==> config.mk <==
export PLATFORM = sky130hd
export DESIGN_NAME = ext_bus_seq
export DESIGN_NICKNAME = d
export VERILOG_FILES = /design/src/rtl/ebus_pkg.sv /design/src/rtl/ebus_page_trk.sv /design/src/rtl/ebus_len_sel.sv /design/src/rtl/ebus_phase_ctr.sv /design/src/rtl/ext_bus_seq.sv
export SDC_FILE = /design/constraint.sdc
export NUM_CORES = 1
export LEC_CHECK = 0
export ABC_AREA = 1
export ABC_CLOCK_PERIOD_IN_PS = 3700
export CELL_PAD_IN_SITES_DETAIL_PLACEMENT = 1
export CELL_PAD_IN_SITES_GLOBAL_PLACEMENT = 1
export CORE_AREA = 2 2 86 108
export DETAILED_ROUTE_END_ITERATION = 10
export DIE_AREA = 0 0 88 110
export PLACE_DENSITY_LB_ADDON = 0.1
export SLEW_MARGIN = 20
export SYNTH_ARGS = -nofsm -noshare
export SYNTH_HDL_FRONTEND = slang
export SYNTH_HIERARCHICAL = 1
export SYNTH_SLANG_ARGS = --single-unit
==> constraint.sdc <==
create_clock -name clk_i -period 3.7 [get_ports clk_i]
set_input_delay 0.555 -clock clk_i [delete_from_list [all_inputs] [get_ports clk_i]]
set_output_delay 0.555 -clock clk_i [all_outputs]
set_load 0.1 [all_outputs]
==> src/rtl/ebus_pkg.sv <==
package ebus_pkg;
  typedef enum logic [1:0] {
    MODE_PLAIN     = 2'b00,
    MODE_PAGE      = 2'b01,
    MODE_CODE_PAGE = 2'b10,
    MODE_PLAIN_ALT = 2'b11
  } bus_mode_e;

  typedef struct packed {
    logic code;
    logic write;
    logic internal;
    logic int_ale;
  } acc_attr_t;
endpackage

==> src/rtl/ebus_page_trk.sv <==
module ebus_page_trk #(
  parameter int HI_W = 8
) (
  input  logic            clk_i,
  input  logic            rst_ni,
  input  logic [1:0]      mode_i,
  input  logic            upd_i,
  input  logic [HI_W-1:0] hi_i,
  output logic            hit_o
);
  logic [HI_W-1:0] last_hi_q;
  logic            valid_q;
  logic [1:0]      mode_q;
  logic            mode_chg;

  assign mode_chg = (mode_i != mode_q);
  assign hit_o    = valid_q && !mode_chg && (hi_i == last_hi_q);

  always_ff @(posedge clk_i or negedge rst_ni) begin
    if (!rst_ni) begin
      last_hi_q <= '0;
      valid_q   <= 1'b0;
      mode_q    <= 2'b00;
    end else begin
      mode_q <= mode_i;
      if (upd_i) begin
        last_hi_q <= hi_i;
        valid_q   <= 1'b1;
      end else if (mode_chg) begin
        valid_q <= 1'b0;
      end
    end
  end


  page_valid_chk: assert property (@(posedge clk_i) disable iff (!rst_ni)
    upd_i |=> valid_q && (last_hi_q == $past(hi_i)));
endmodule

==> src/rtl/ebus_len_sel.sv <==
module ebus_len_sel
  import ebus_pkg::*;
#(
  parameter int LEN_W     = 4,
  parameter int PLAIN_LEN = 4
) (
  input  logic             internal_i,
  input  logic             code_i,
  input  logic [1:0]       mode_i,
  input  logic [1:0]       speed_i,
  input  logic             hit_i,
  output logic [LEN_W-1:0] len_o
);
  logic [1:0]       spd;
  logic [LEN_W-1:0] hit_len, miss_len;
  logic             paged;
  bus_mode_e        mode;

  always_comb begin
    mode     = bus_mode_e'(mode_i);
    spd      = (speed_i == 2'b11) ? 2'd2 : speed_i;
    hit_len  = LEN_W'(1) << spd;
    miss_len = hit_len << 1;
    paged    = (mode == MODE_PAGE) || ((mode == MODE_CODE_PAGE) && code_i);
    if (internal_i)  len_o = LEN_W'(1);
    else if (paged)  len_o = hit_i ? hit_len : miss_len;
    else             len_o = LEN_W'(PLAIN_LEN);
  end
endmodule

==> src/rtl/ebus_phase_ctr.sv <==
module ebus_phase_ctr #(
  parameter int LEN_W = 4
) (
  input  logic             clk_i,
  input  logic             rst_ni,
  input  logic             start_i,
  input  logic [LEN_W-1:0] len_i,
  output logic             busy_o,
  output logic             last_o,
  output logic [LEN_W-1:0] cnt_o,
  output logic [LEN_W-1:0] half_o
);
  logic [LEN_W-1:0] cnt_q, len_q;
  logic             busy_q;

  assign busy_o = busy_q;
  assign cnt_o  = cnt_q;
  assign half_o = len_q >> 1;
  assign last_o = busy_q && (cnt_q == len_q - LEN_W'(1));

  always_ff @(posedge clk_i or negedge rst_ni) begin
    if (!rst_ni) begin
      cnt_q  <= '0;
      len_q  <= LEN_W'(1);
      busy_q <= 1'b0;
    end else if (start_i) begin
      cnt_q  <= '0;
      len_q  <= len_i;
      busy_q <= 1'b1;
    end else if (busy_q) begin
      if (last_o) busy_q <= 1'b0;
      else        cnt_q  <= cnt_q + LEN_W'(1);
    end
  end


  cnt_range_chk: assert property (@(posedge clk_i) disable iff (!rst_ni)
    busy_q |-> (cnt_q < len_q));
endmodule

==> src/rtl/ext_bus_seq.sv <==
module ext_bus_seq
  import ebus_pkg::*;
#(
  parameter int ADDR_W = 16,
  parameter int DATA_W = 8
) (
  input  logic              clk_i,
  input  logic              rst_ni,
  input  logic [1:0]        cfg_mode_i,
  input  logic [1:0]        cfg_speed_i,
  input  logic              cfg_int_ale_i,
  input  logic              req_valid_i,
  output logic              req_ready_o,
  input  logic [ADDR_W-1:0] req_addr_i,
  input  logic              req_code_i,
  input  logic              req_write_i,
  input  logic [DATA_W-1:0] req_wdata_i,
  input  logic              req_internal_i,
  output logic              rsp_done_o,
  output logic [DATA_W-1:0] rsp_rdata_o,
  output logic              ale_o,
  output logic              psen_no,
  output logic              rd_no,
  output logic              wr_no,
  output logic [DATA_W-1:0] p0_o,
  output logic              p0_oe_o,
  input  logic [DATA_W-1:0] p0_i,
  output logic [ADDR_W-DATA_W-1:0] p2_o
);
  localparam int HI_W      = ADDR_W - DATA_W;
  localparam int PLAIN_LEN = 4;
  localparam int MAX_LEN   = 8;
  localparam int LEN_W     = $clog2(MAX_LEN + 1);

  logic              accept, hit, busy, last;
  logic [LEN_W-1:0]  len_nxt, cnt, half;
  logic [ADDR_W-1:0] addr_q;
  logic [DATA_W-1:0] wdata_q, rdata_q;
  acc_attr_t         attr_q;
  logic              done_q;
  logic              addr_ph, data_ph, int_ale_ph, is_read;

  assign req_ready_o = !busy || last;
  assign accept      = req_valid_i && req_ready_o;

  ebus_page_trk #(.HI_W(HI_W)) i_page_trk (
    .clk_i  (clk_i),
    .rst_ni (rst_ni),
    .mode_i (cfg_mode_i),
    .upd_i  (accept && !req_internal_i),
    .hi_i   (req_addr_i[ADDR_W-1:DATA_W]),
    .hit_o  (hit)
  );

  ebus_len_sel #(.LEN_W(LEN_W), .PLAIN_LEN(PLAIN_LEN)) i_len_sel (
    .internal_i (req_internal_i),
    .code_i     (req_code_i),
    .mode_i     (cfg_mode_i),
    .speed_i    (cfg_speed_i),
    .hit_i      (hit),
    .len_o      (len_nxt)
  );

  ebus_phase_ctr #(.LEN_W(LEN_W)) i_phase_ctr (
    .clk_i   (clk_i),
    .rst_ni  (rst_ni),
    .start_i (accept),
    .len_i   (len_nxt),
    .busy_o  (busy),
    .last_o  (last),
    .cnt_o   (cnt),
    .half_o  (half)
  );

  always_ff @(posedge clk_i or negedge rst_ni) begin
    if (!rst_ni) begin
      addr_q  <= '0;
      wdata_q <= '0;
      attr_q  <= '0;
    end else if (accept) begin
      addr_q  <= req_addr_i;
      wdata_q <= req_wdata_i;
      attr_q  <= '{code: req_code_i, write: req_write_i,
                   internal: req_internal_i, int_ale: cfg_int_ale_i};
    end
  end

  // phase decode from registered state
  assign addr_ph    = busy && !attr_q.internal && (cnt < half);
  assign data_ph    = busy && !attr_q.internal && !addr_ph;
  assign int_ale_ph = busy && attr_q.internal && attr_q.code && attr_q.int_ale;
  assign is_read    = attr_q.code || !attr_q.write;

  assign ale_o   = addr_ph || int_ale_ph;
  assign psen_no = !(data_ph && attr_q.code);
  assign rd_no   = !(data_ph && !attr_q.code && !attr_q.write);
  assign wr_no   = !(data_ph && !attr_q.code && attr_q.write);
  assign p0_oe_o = ale_o || !wr_no;
  assign p0_o    = ale_o ? addr_q[DATA_W-1:0] : (!wr_no ? wdata_q : '0);
  assign p2_o    = addr_q[ADDR_W-1:DATA_W];

  always_ff @(posedge clk_i or negedge rst_ni) begin
    if (!rst_ni) begin
      done_q  <= 1'b0;
      rdata_q <= '0;
    end else begin
      done_q <= last;
      if (last && !attr_q.internal && is_read) rdata_q <= p0_i;
    end
  end

  assign rsp_done_o  = done_q;
  assign rsp_rdata_o = rdata_q;


  strobe_excl_chk: assert property (@(posedge clk_i) disable iff (!rst_ni)
    !psen_no |-> (rd_no && wr_no));

  ale_excl_chk: assert property (@(posedge clk_i) disable iff (!rst_ni)
    ale_o |-> (psen_no && rd_no && wr_no));

  wr_drive_chk: assert property (@(posedge clk_i) disable iff (!rst_ni)
    !wr_no |-> (p0_oe_o && (p0_o == wdata_q)));

  p2_hold_chk: assert property (@(posedge clk_i) disable iff (!rst_ni)
    (busy && !last) |=> $stable(p2_o));

  done_after_last_chk: assert property (@(posedge clk_i) disable iff (!rst_ni)
    rsp_done_o |-> $past(req_ready_o));

  int_quiet_chk: assert property (@(posedge clk_i) disable iff (!rst_ni)
    (busy && attr_q.internal) |-> (psen_no && rd_no && wr_no && last));
endmodule

==> reports/metrics.cfg, run 1 <==
[yosys]
synth_warnings = 6
synth_top_family_by_area = simple AND/OR/NAND/NOR gates
synthAdderAreaFrac_pct = 2.12
netlist_top_cells_area = dfrtp_1, nand2_1, inv_1
syn_area_um2 = 2940
synth-xor-area-share_pct = 3.27
synth_area_per_cell_um2 = 7.77
synth-simple-area-share_pct = 31.7
synth_cells = 379
yosys_register_bits = 57
yosysTopAreaCellShare_pct = 47.6
synth_cell_type_count = 26
yosys.area.top_type = dfrtp_1
synth_nets = 427
synth_compound_gate_area_share_pct = 4.38
seq_area_frac_synth_pct = 48.5
yosys-mux-area-fraction_pct = 0

[sta]
setup_ws_ps = 735
post-route-period-util_pct = 80.1
maxSlewHeadroom_pct = 33.9
drv_slew = 0
setup_violations = 0
hold_viol = 0
fmax_mhz = 337
skew_ps = 6.34
fin_crit_ps = 2960
worst_pin_slew_ps = 988
rsz0062_at_grt = false
tns_ps = 0

[floorplan]
dieArea_um2 = 9680
die_w_um = 88
ios = 74
dieHeight_um = 110
rows = 38
initial_core_util_pct = 34.2
coreArea_um2 = 8610

[grt]
grt_antenna_before_repair = 0
grt_max_degree = 44
grt_pass1_wl_um = 12700
grt_pass1_vias = 2712
grt_usage_pct = 17.2
grt.overflow.total = 0

[outcome]
outcome = finished, final reports clean

[min_path]
hold_class = primary input to async pin

[critical_path]
critical_path.top_delay_family = simple AND/OR/NAND/NOR gates
cp_cell_sequence = inv_1, ha_1, xnor2_1, nor2_2, nand3_4, nor2_1, inv_1, nand2_1, nand2_1, inv_1, buf_4, nand2_1, nand2_1
critPathRequiredTime_ps = 3970
end_kind = register
critPathSlowestCell = dfstp_2
cp-start-kind = register
worst_ep_arrival_time_ps = 3240
crit_fanout = 24
worstSetupPathType = register to register
slowest_delay_ps = 550
path_buf_inv = 4
cpMostUsedCell = nand2_1

[place]
numPlacedInstances = 554
place_area_um2 = 3680
routabilityCongestion = 0.747
hpwl_um = 5590
io_buffers = 73
pre_cts_ws_ps = 709

[finish]
layout-drive-gt1-share_pct = 12.9
areaGrowthSynthToFinish_pct = 31.6
nNetsFinal = 493
design_area_um2 = 3870
nFillCells = 1094
antennaDiodeCount = 0
instances_no_fill = 570

[clock_network]
clock_latency_ps = 340
post_cts_resized = 0
cts_sinks = 57
clockBufferDepth = 2
root_buffer = clkbuf_8
h-tree-depth = 3
holdBufCountCts = 0
clk_pin_slew_ps = 60
postCtsSetupBuffers = 0
numCtsBuffers = 9
cts_tree = built

[route]
ant_nets = 0
first_iter_violations = 74
via_count = 2569
viasPerCell = 4.51
drc = 0
routedWlPerCell_um = 13.3
drtPass1Iterations = 5
finalWirelength_um = 7570

[job]
drv_cap = 0

[metrics by stage]
stage	utilization (%)	hold slack [ps]
final	45.0	212
after global routing	45.0	241
after CTS	45.0	411
after detailed placement	42.8	465
after global placement	42.8	463
after floorplan	-	259
[kinds of logic (layout without fill, tap and decap cells)]
family | after synthesis | after routing
xor gates and xnor gates | 11 | 11
other | 1 | 1
AOI/OAI and AO/OA | 19 | 19
adders and majority gates | 5 | 5
and+or+nand+nor | 223 | 223
DFF | 57 | 57
buffers and inverters | 63 | 134
[sequential cells by signal, indices dropped and copies added (netlist names)]
register              count
i_phase_ctr/cnt_o         4
rsp_rdata_o               8
i_phase_ctr/len_q         4
i_phase_ctr/busy_o        1
wdata_q                   8
i_page_trk/valid_q        1
rsp_done_o                1
attr_q                    4
addr_q                   16
i_page_trk/last_hi_q      8
i_page_trk/mode_q         2
[layer usage]
metal / vias up / share of wire, % / GRT usage [%]
li1: 1281 / - / -
met1: 1229 / 43 / 20.6
met2: 49 / 51 / 28.5
met3: 10 / 4.3 / 5.06
met4: 0 / 1.8 / 7.47
met5: - / 0 / 0
[worst reg2reg max path: cells and delay by family, from the launching register on]
family / cells / cell delay [ps]
flops: 1 / 550
buf+inv: 4 / 940
fa+ha+maj: 1 / 280
simple gates: 7 / 990
xor+xnor: 1 / 140
[cells in the mapped netlist]
cell / n
conb_1: 1
o21ai_0: 9
nand2_2: 4
nor2_1: 13
xnor2_1: 9
nor2_2: 3
nand4_1: 13
clkbuf_1: 7
nand3_4: 1
inv_2: 4
o21ai_2: 8
dfstp_2: 1
a21oi_1: 1
nand2_4: 1
nand3b_1: 1
a21oi_2: 1
buf_6: 1
or3_1: 1
nand2_1: 172
dfrtp_1: 56
buf_4: 12
inv_1: 36
xor2_1: 2
buf_2: 3
ha_1: 5
nand3_1: 14
[worst paths after layout]
check	endpoint	startpoint	depth (start not counted)	slack, ps
max	addr_q[4]	i_phase_ctr/len_q[0]	13	740
min	i_page_trk/last_hi_q[2]	rst_ni	1	210
max reg2reg	addr_q[4]	i_phase_ctr/len_q[0]	13	740
min reg2reg	addr_q[0]	addr_q[0]	2	480
max in group asynchronous	i_phase_ctr/len_q[0]	rst_ni	2	2780
min in group clk_i	addr_q[0]	addr_q[0]	2	480
[area by class of cell]
cell class                 instances  area, µm²  area share, %
timing repair buffer              78        731           18.9
multi-input combinational        259       1220           31.6
tap                              120        150           3.87
clock inverter                     2       10.0          0.258
inverter                          40        150           3.87
clock buffer                      14        183           4.71
sequential                        57       1430           36.8
[layout by cell type, fill, tap and decap left out, types with 2 or more instances in the layout]
cell type and n:
nand2_1 172, clkdlybuf4s50_1 58, dfrtp_1 56, inv_1 36
buf_4 20, nand3_1 14, nor2_1 13, nand4_1 13
clkbuf_8 13, o21ai_0 9, xnor2_1 9, o21ai_2 8
ha_1 5, nand2_2 4, inv_2 4, nor2_2 3
clkinv_2 2, xor2_1 2
Power of run 1 is left out: the tool's default activity adds up to more than one toggle a clock period on the data nets, which glitch-free logic cannot reach.
==> run 2, diff against run 1 <==
- ABC_CLOCK_PERIOD_IN_PS: 3700 -> 2550
- CORE_AREA: 2 2 86 108 -> 2 2 89 113
- DIE_AREA: 0 0 88 110 -> 0 0 91 115
- clock period: 3.7 -> 2.55 ns (I/O delays scaled with it)
==> run 2 against run 1 <==
  * Via count decreased by 0.66%
  * Utilization about the same
  * Clock-buffer cell count decreased by 1
  * Register-to-register slack got worse by 510 ps
  * Non-clock buffer count increased by 4
  * Clock skew decreased by 1.1 ps
  * Global-route usage decreased by 1.4 points
  * Sequential cell count unchanged
  * Worst setup slack got worse by 620 ps
  * Critical path depth decreased by 4
  * Critical endpoint is now req_ready_o
==> reports/metrics.cfg, run 2 (synthesis gave the netlist of run 1 again) <==
[outcome]
outcome = finished, final reports clean

[critical_path]
worst_ep_arrival_time_ps = 2060  ; -1180 ps
crit_fanout = 6  ; -75%
end_kind = output port
critPathRequiredTime_ps = 2170  ; -1800 ps
worstSetupPathType = register to output port
cp-start-kind = register

[finish]
design_area_um2 = 4230  ; +9.3%
final_cell_mix = nand2_1, dfrtp_1, clkdlybuf4s50_1
nFillCells = 1156  ; +5.7%
largest_register_ff_count = 16  ; unchanged
areaGrowthSynthToFinish_pct = 43.8
final_common_cell = nand2_1
nNetsFinal = 497  ; +0.81%
antennaDiodeCount = 0  ; unchanged
layout-drive-gt1-share_pct = 20.9  ; +8.0 points
largest-register = addr_q

[clock_network]
numCtsBuffers = 9  ; unchanged
root_buffer = clkbuf_16
cts_tree = built
clock_latency_ps = 320  ; -20 ps
clk_pin_slew_ps = 50  ; about the same
holdBufCountCts = 0  ; unchanged
cts_sinks = 57  ; unchanged
h-tree-depth = 3  ; unchanged
postCtsSetupBuffers = 0  ; unchanged
clockBufferDepth = 2  ; unchanged

[sta]
post-route-period-util_pct = 95.6
setup_violations = 0  ; unchanged
worst_pin_slew_ps = 533  ; -455 ps
fmax_mhz = 410
holdWs_ps = 43.1  ; -169 ps
fin_crit_ps = 2440
drv_slew = 0  ; unchanged
hold_viol = 0  ; unchanged
rsz0062_at_grt = true
maxSlewHeadroom_pct = 64.4  ; +30 points
skew_ps = 5.25  ; -1.09 ps

[floorplan]
dieArea_um2 = 10500  ; +8.1%
initial_core_util_pct = 31.3  ; -2.9 points
ios = 74  ; unchanged
dieHeight_um = 115  ; +4.5%
coreArea_um2 = 9410  ; +9.3%
die_w_um = 91  ; +3.4%
rows = 40  ; +5.3%

[route]
finalWirelength_um = 7590  ; +0.24%
viasPerCell = 4.40  ; -2.4%
via_count = 2552  ; -0.66%
wl_met1_um = 3430  ; +5.3%
drc = 0  ; unchanged
top_layer = met4
ant_nets = 0  ; unchanged
met2_length_um = 3780  ; -2.1%
first_iter_violations = 139  ; +88%
routedWlPerCell_um = 13.1  ; -1.5%
drtPass1Iterations = 4  ; -1
dr_wl_met3_um = 286  ; -13%

[place]
place_area_um2 = 3940  ; +7.0%
io_buffers = 73  ; unchanged
routabilityCongestion = 0.738  ; -1.2%
hpwl_um = 5510  ; -1.4%

[job]
drv_cap = 0  ; unchanged

[grt]
grt_max_degree = 58  ; +32%
grt_pass1_wl_um = 13000  ; +2.3%
grt_pass1_vias = 2702  ; -0.37%
grt.overflow.total = 0  ; unchanged
grt_antenna_before_repair = 0  ; unchanged
grt_usage_pct = 15.8  ; -1.4 points

[min_path]
hold_class = primary input to async pin

## run 2: cell count changes in the layout (fill, tap and decap cells not counted), moves of 9 or more
cell             before  now
clkbuf_16             0    9
clkdlybuf4s50_1      58   41
nand2_1             172  160
nand2_2               4   13
buf_12                0   16
clkbuf_8             13    2
## run 2: path summary, 6_finish.rpt
kind | startpoint | endpoint | slack (ps) | cells past startpoint
worst max-delay path | i_phase_ctr/len_q[0] | req_ready_o | 110 | 9
worst min-delay path | rst_ni | i_phase_ctr/len_q[1] | 40 | 2
worst max register to register | i_phase_ctr/len_q[0] | rsp_rdata_o[3] | 230 | 11
worst min register to register | addr_q[11] | addr_q[11] | 480 | 2
max in group asynchronous | rst_ni | addr_q[6] | 2200 | 2
min in group clk_i | addr_q[11] | addr_q[11] | 480 | 2
## run 2: metal layers
metal | global-route usage [%] | up-vias
met2 | 27.4 | 53
met3 | 3.67 | 9
met1 | 19.3 | 1201
met4 | 5.76 | 0
met5 | 0 | -
li1 | - | 1289
## run 2: repair_timing
action,in CTS,in global routing
gates cloned,0,0
pin swaps,1,2
endpoints found under the setup margin,1,10
gates resized for setup,2,4
## run 2: through the flow
stage          instances  utilization [%]  setup TNS [ps]  setup slack (ps)
2_1_floorplan        379                -               0              37.3
3_3_place_gp         564             41.9               0               224
3_5_place_dp         564             41.9               0               157
4_1_cts              580             44.8               0              27.6
5_1_grt              580             45.0           -9.61             -9.61
6_report             580             45.0               0               112
## run 2: worst max-delay path: stages, from the launching register on
cell	delay (ps)
dfstp_2	540
inv_1	60
ha_1	290
xnor2_1	150
nor2_2	130
nand3_4	140
nor2_4	120
inv_2	70
nand2_8	70
buf_12	170
## run 2: cell type report
cell class	instances	area (µm²)	area share, %
clock inverter	3	15.0	0.355
inverter	40	150	3.55
tap	126	158	3.72
sequential	57	1430	33.7
clock buffer	13	260	6.15
multi-input combinational	259	1310	30.9
timing repair buffer	82	916	21.6
Power of run 2 is left out for the same reason.
